$ cat config.mk
export PLATFORM = sky130hd
export DESIGN_NAME = otp_write_seq
export DESIGN_NICKNAME = d
export VERILOG_FILES = /design/src/rtl/otpw_pkg.sv /design/src/rtl/otpw_crc_acc.sv /design/src/rtl/otpw_ptr.sv /design/src/rtl/otp_write_seq.sv
export SDC_FILE = /design/constraint.sdc
export NUM_CORES = 1
export LEC_CHECK = 0
export ABC_AREA = 1
export BUFFER_PORTS_ARGS = -buffer_cell sky130_fd_sc_hd__clkbuf_2
export CAP_MARGIN = 10
export CORE_MARGIN = 2
export CORE_UTILIZATION = 40
export DETAILED_ROUTE_END_ITERATION = 7
export PLACE_DENSITY_LB_ADDON = 0.25
export RECOVER_POWER = 100
export SYNTH_ARGS = -nofsm -noshare
export SYNTH_HDL_FRONTEND = slang
export SYNTH_HIERARCHICAL = 1
export SYNTH_SLANG_ARGS = --single-unit
$ cat constraint.sdc
create_clock -name clk -period 3.1 [get_ports clk]
set_input_delay 0.93 -clock clk [delete_from_list [all_inputs] [get_ports clk]]
set_output_delay 0.93 -clock clk [all_outputs]
set_load 0.02 [all_outputs]
$ cat src/rtl/otpw_pkg.sv
package otpw_pkg;

    typedef enum logic [3:0] {
        S_CMD,
        S_ALO,
        S_AHI,
        S_DAT,
        S_CRC,
        S_WAIT,
        S_LOCK,
        S_PROG,
        S_RDBK,
        S_SKIP
    } seq_state_e;

    typedef enum logic {
        FLD_MAIN = 1'b0,
        FLD_STAT = 1'b1
    } field_e;

    // Reflected form of x^8+x^5+x^4+1
    localparam logic [7:0] CRC_POLY_REFL = 8'h8C;

    function automatic logic [7:0] crc8_step(input logic [7:0] acc, input logic [7:0] b);
        logic [7:0] r;
        logic       fb;
        r = acc;
        for (int i = 0; i < 8; i++) begin
            fb = r[0] ^ b[i];
            r  = r >> 1;
            if (fb) r = r ^ CRC_POLY_REFL;
        end
        return r;
    endfunction

endpackage

$ cat src/rtl/otpw_crc_acc.sv
module otpw_crc_acc
    import otpw_pkg::*;
(
    input  logic       clk,
    input  logic       rst,
    input  logic       clr,
    input  logic       seed_ld,
    input  logic [7:0] seed,
    input  logic       upd,
    input  logic [7:0] din,
    output logic [7:0] crc
);

    always_ff @(posedge clk) begin
        if (rst || clr) begin
            crc <= 8'h00;
        end else if (seed_ld) begin
            crc <= seed;
        end else if (upd) begin
            crc <= crc8_step(crc, din);
        end
    end


    crc_seed_chk: assert property (@(posedge clk) disable iff (rst)
        (seed_ld && !clr) |=> (crc == $past(seed)));

endmodule

$ cat src/rtl/otpw_ptr.sv
module otpw_ptr #(
    parameter int DATA_BYTES = 128,
    parameter int STAT_BYTES = 8,
    parameter int PAGE_BYTES = 32,
    localparam int PTR_W = 16,
    localparam int AW    = $clog2(DATA_BYTES),
    localparam int PAGES = DATA_BYTES / PAGE_BYTES,
    localparam int PBW   = $clog2(PAGE_BYTES),
    localparam int PGW   = (PAGES > 1) ? $clog2(PAGES) : 1
) (
    input  logic             clk,
    input  logic             rst,
    input  logic             clr,
    input  logic             ld_lo,
    input  logic             ld_hi,
    input  logic             inc,
    input  logic [7:0]       din,
    input  logic             field,
    output logic [PTR_W-1:0] ptr,
    output logic [7:0]       nxt_lo,
    output logic             in_range,
    output logic [AW-1:0]    arr_addr,
    output logic [PGW-1:0]   page
);

    always_ff @(posedge clk) begin
        if (rst || clr) begin
            ptr <= '0;
        end else if (ld_lo) begin
            ptr[7:0] <= din;
        end else if (ld_hi) begin
            ptr[15:8] <= din;
        end else if (inc) begin
            ptr <= ptr + 16'd1;
        end
    end

    assign nxt_lo   = ptr[7:0] + 8'd1;
    assign arr_addr = ptr[AW-1:0];
    assign in_range = field ? (32'(ptr) < STAT_BYTES) : (32'(ptr) < DATA_BYTES);

    generate
        if (PAGES > 1) begin : g_paged
            assign page = ptr[AW-1:PBW];
        end else begin : g_flat
            assign page = '0;
        end
    endgenerate


    ptr_step_chk: assert property (@(posedge clk) disable iff (rst)
        (inc && !clr && !ld_lo && !ld_hi) |=> (ptr == $past(ptr) + 16'd1));

endmodule

$ cat src/rtl/otp_write_seq.sv
module otp_write_seq
    import otpw_pkg::*;
#(
    parameter int         DATA_BYTES  = 128,
    parameter int         STAT_BYTES  = 8,
    parameter int         PAGE_BYTES  = 32,
    parameter logic [7:0] CMD_WR_MAIN = 8'h0F,
    parameter logic [7:0] CMD_WR_STAT = 8'h55,
    parameter int         LOCK_BYTE   = 0,
    localparam int        AW          = $clog2(DATA_BYTES),
    localparam int        PAGES       = DATA_BYTES / PAGE_BYTES,
    localparam int        PGW         = (PAGES > 1) ? $clog2(PAGES) : 1
) (
    input  logic          clk,
    input  logic          rst,
    input  logic          bus_reset,
    input  logic          rx_valid,
    input  logic [7:0]    rx_byte,
    output logic          tx_valid,
    output logic [7:0]    tx_byte,
    input  logic          tx_ready,
    input  logic          pulse_det,
    output logic          mem_field,
    output logic [AW-1:0] mem_addr,
    output logic          mem_we,
    output logic [7:0]    mem_wdata,
    input  logic [7:0]    mem_rdata
);

    seq_state_e st;
    field_e     field;
    logic [7:0] dat;
    logic [7:0] rb;
    logic       locked;

    logic [15:0]    ptr;
    logic [7:0]     ptr_nxt_lo;
    logic           in_range;
    logic [AW-1:0]  arr_addr;
    logic [PGW-1:0] page;
    logic [7:0]     crc;

    logic cmd_ok;
    logic ptr_ld_lo, ptr_ld_hi, ptr_inc;
    logic crc_seed_ld, crc_upd;
    logic [7:0] crc_seed;

    assign cmd_ok    = (rx_byte == CMD_WR_MAIN) || (rx_byte == CMD_WR_STAT);
    assign ptr_ld_lo = (st == S_ALO) && rx_valid;
    assign ptr_ld_hi = (st == S_AHI) && rx_valid;
    assign ptr_inc   = (st == S_RDBK) && tx_ready;

    assign crc_seed_ld = ((st == S_CMD) && rx_valid && cmd_ok) || ptr_inc;
    assign crc_seed    = (st == S_CMD) ? crc8_step(8'h00, rx_byte) : ptr_nxt_lo;
    assign crc_upd     = rx_valid && ((st == S_ALO) || (st == S_AHI) || (st == S_DAT));

    otpw_ptr #(
        .DATA_BYTES(DATA_BYTES),
        .STAT_BYTES(STAT_BYTES),
        .PAGE_BYTES(PAGE_BYTES)
    ) u_ptr (
        .clk     (clk),
        .rst     (rst),
        .clr     (bus_reset),
        .ld_lo   (ptr_ld_lo),
        .ld_hi   (ptr_ld_hi),
        .inc     (ptr_inc),
        .din     (rx_byte),
        .field   (field == FLD_STAT),
        .ptr     (ptr),
        .nxt_lo  (ptr_nxt_lo),
        .in_range(in_range),
        .arr_addr(arr_addr),
        .page    (page)
    );

    otpw_crc_acc u_crc (
        .clk    (clk),
        .rst    (rst),
        .clr    (bus_reset),
        .seed_ld(crc_seed_ld),
        .seed   (crc_seed),
        .upd    (crc_upd),
        .din    (rx_byte),
        .crc    (crc)
    );

    always_ff @(posedge clk) begin
        if (rst || bus_reset) begin
            st     <= S_CMD;
            field  <= FLD_MAIN;
            dat    <= 8'h00;
            rb     <= 8'h00;
            locked <= 1'b0;
        end else begin
            unique case (st)
                S_CMD: if (rx_valid) begin
                    if (cmd_ok) begin
                        field <= (rx_byte == CMD_WR_STAT) ? FLD_STAT : FLD_MAIN;
                        st    <= S_ALO;
                    end else begin
                        st <= S_SKIP;
                    end
                end
                S_ALO: if (rx_valid) st <= S_AHI;
                S_AHI: if (rx_valid) st <= S_DAT;
                S_DAT: if (rx_valid) begin
                    dat <= rx_byte;
                    st  <= S_CRC;
                end
                S_CRC: if (tx_ready) st <= S_WAIT;
                S_WAIT: if (pulse_det) begin
                    locked <= 1'b0;
                    if (!in_range) begin
                        rb <= 8'hFF;
                        st <= S_RDBK;
                    end else if (field == FLD_MAIN) begin
                        st <= S_LOCK;
                    end else begin
                        st <= S_PROG;
                    end
                end
                S_LOCK: begin
                    locked <= !mem_rdata[page];
                    st     <= S_PROG;
                end
                S_PROG: begin
                    rb <= locked ? mem_rdata : (mem_rdata & dat);
                    st <= S_RDBK;
                end
                S_RDBK: if (tx_ready) st <= S_DAT;
                S_SKIP: st <= S_SKIP;
                default: st <= S_CMD;
            endcase
        end
    end

    assign tx_valid  = (st == S_CRC) || (st == S_RDBK);
    assign tx_byte   = (st == S_CRC) ? crc : rb;
    assign mem_field = (st == S_LOCK) ? FLD_STAT : field;
    assign mem_addr  = (st == S_LOCK) ? AW'(LOCK_BYTE) : arr_addr;
    assign mem_we    = (st == S_PROG) && !locked && !bus_reset;
    assign mem_wdata = mem_rdata & dat;


    tx_hold_chk: assert property (@(posedge clk) disable iff (rst)
        (tx_valid && !tx_ready && !bus_reset) |=> (tx_valid && $stable(tx_byte)));


    abort_chk: assert property (@(posedge clk) disable iff (rst)
        bus_reset |=> (!tx_valid && !mem_we));


    pulse_link_chk: assert property (@(posedge clk) disable iff (rst)
        mem_we |-> ($past(pulse_det) || $past(pulse_det, 2)));


    single_we_chk: assert property (@(posedge clk) disable iff (rst)
        mem_we |=> !mem_we);


    range_chk: assert property (@(posedge clk) disable iff (rst)
        mem_we |-> ((mem_field == FLD_STAT) ? (32'(ptr) < STAT_BYTES)
                                            : (32'(ptr) < DATA_BYTES)));

endmodule

==> impl_summary.txt <==
----------------------------------------------------
[Run]
  # Max-Cap Violations ... 0

[Clock network]
  Number of buffers inserted during clock tree synthesis ... 5
  CTS tree ... done
  Clock latency at the later pin of the worst-skew pair ... 310 ps
  Num Clock Sinks ... 46
  Total setup buffers inserted after CTS ... 0
  Number of buffers added to fix hold violations after cts ... 0
  Root buffer cell ... sky130_fd_sc_hd__clkbuf_8
  Number of cells upsized or downsized after cts ... 0
  Maximum buffer depth of the clock tree ... 2
  Clock-pin slew of the registers on the worst-case setup and hold paths ... roughly 100 ps
  H-tree depth ... 2

[Synthesis]
  Net count of the mapped netlist ... between 600 and 700
  Mapped Area ... ~3600 sq um
  Synthesized area per cell ... 5.84 sq um
  Syn Inst Count ... around 620
  Synth Warn # ... 6

[Timing]
  Highest achievable clock rate ... between 0.3 and 0.4 GHz
  Aggregate negative setup slack ... 0 ps
  Fin. Hold Viols ... 0
  Actual transition at the worst max-transition pin ... 1120 ps
  Final clock skew ... roughly 12 ps
  Minimum clock period after layout ... around 2800 ps
  Pins over their slew limit ... 0
  Slew margin rel. ... 24.9%
  RSZ-0062 raised after global routing ... no
  Total of endpoints with negative setup slack in the final report ... 0
  Portion of the clock cycle consumed by the worst path in the final layout ... around nine tenths

[Critical path]
  Path depth of the worst reg2reg path ... 7
  Data arrival time at the worst-slack endpoint ... ~1900 ps
  Worst Setup Start Kind ... flop
  Kind of critical path ... flop to output port
  Largest fanout on the critical path ... 18
  Data required time of the critical path ... about 2200 ps
  RR Endpoint ... u_ptr/ptr[3]
  Register-to-register setup slack ... approximately 770 ps
  Nature of the critical path endpoint ... output port
  Reg-to-Reg Start ... st[3]

[Global routing]
  Number of global-route vias before repair ... 3,487
  Maximum number of pins on one net before global-route repair ... 19
  GRT Residual Overflow ... 0
  Global-route usage over all layers ... about a fifth
  Global-route wire length before repair ... 16,700 microns
  Antenna violations before repair ... 0

[Detailed routing]
  Number of design-rule violations left by the first detailed-router iteration ... approximately 270
  Post-detailed-route count of antenna-violating nets ... 0
  Average via count per standard cell ... a little over 5
  Detailed-route wire length per cell ... 13.3 microns
  First-pass iteration count of the detailed router ... 5
  Detailed-route wire length ... 10,300 microns
  Final routed DRC violation total ... 0
  Detailed-route via count ... approximately 4,000

[Cells and area]
  N_diodes ... 0
  Layout cell share with drive strength beyond 1 ... 13.0%
  Final core utilization ... around 46%
  Nets ... roughly 690
  Area growth, synth to finish ... 10.3%

[Placed design]
  Detailed placer's ending HPWL ... roughly 7900 microns
  Number of I/O port buffers ... 47
  Final RePlAce weighted congestion ... around 0.87

[Pwr]
  Maximum vdd ir drop ... about 190 uV
  Power density relative to cell area ... between 300 and 400 nW/um^2
  Final total power ... about 1.3 mW
  Leak pwr ... around 1.8 nW

[Floorplan]
  Chip Width ... between 90 and 100 microns
  Number of placed I/O pins ... 48
  Total die area ... around 9800 sq um
  Std-Cell Core Area ... between 8000 and 9000 sq um
  Initial core utilization ... between 40 and 50%
  Placement row count ... 34
  Die Y ... just under 100 microns

[Outcome]
  Run status ... completed

[Worst hold path]
  Worst min path class ... flop to flop
  Startpoint of the most critical hold path ... rb[4]
  Cells on Worst Hold Path ... 2
  Endpoint, Worst Hold ... rb[4]

----------------------------------------------------
[area by class of cell]
| cell class | count | area (sq um) |
|---|---|---|
| fill | 953 | 4770 |
| multi-input combinational | 467 | 2250 |
| sequential | 46 | 921 |
| inverter | 93 | 349 |
| timing repair buffer | 50 | 235 |
| tap | 108 | 135 |
| clock buffer | 5 | 68.8 |
| clock inverter | 3 | 25.0 |
[through the flow]
| step | area, sq um | hold WS, ps | instances | setup slack [ps] |
|---|---|---|---|---|
| after floorplan | 3620 | 431 | 619 | 746 |
| after global placement | 3930 | 441 | 764 | 403 |
| after detailed placement | 3930 | 443 | 764 | 318 |
| after CTS | 4020 | 459 | 772 | 341 |
| after global routing | 3990 | 478 | 772 | 130 |
| final | 3990 | 455 | 772 | 278 |
[power breakdown]
part	internal (mW)	switching (mW)	leakage, nW
registers	0.597	0.0107	0.371
clock network	0.163	0.234	0.0447
logic	0.0907	0.188	1.41
total	0.851	0.432	1.82
[worst max-delay path, stage by stage, from the launching register on]
cell and delay, ps:
sky130_fd_sc_hd__dfxtp_1 380, sky130_fd_sc_hd__nor2_1 250, sky130_fd_sc_hd__nand2_1 430, sky130_fd_sc_hd__nor2_1 260, sky130_fd_sc_hd__a21oi_1 80, sky130_fd_sc_hd__clkbuf_2 190
[flip-flops by register name, summed over array words and instances, names as in the netlist]
name / cells
rb: 8
st: 4
u_crc/crc: 8
locked: 1
dat: 8
field: 1
u_ptr/ptr: 16
[worst max-delay path by stage]
stage | from | endpoint | slack (ps) | cells past startpoint
2_1_floorplan | rx_byte[1] | u_crc/crc[2] | 750 | 12
3_3_place_gp | rx_byte[1] | u_crc/crc[1] | 400 | 12
3_5_place_dp | rx_byte[1] | u_crc/crc[3] | 320 | 12
4_1_cts | st[2] | mem_field | 340 | 6
5_1_grt | st[2] | tx_byte[0] | 130 | 6
6_report | st[1] | tx_byte[0] | 280 | 5
[layer usage]
layer	track usage [%]	wire, microns
met5	0	0
met2	34.1	4630
met1	29.7	4970
met4	3.90	89
met3	2.41	591
[cell usage in the layout (no fill, tap or decap), drive strengths merged]
cell type	count
nand2	218
inv	94
nor2	81
clkbuf	52
a21oi	47
dfxtp	46
nand3	34
o21ai	29
a31oi	15
xor2	12
xnor2	6
nand4	5
a22oi	4
nor4	3
or2	3
ha	3
buf	3
o211ai	2
nor3	1
clkinv	1
clkinvlp	1
xnor3	1
or4	1
o21bai	1
a211oi	1
Power figures use the tool's default switching activity.
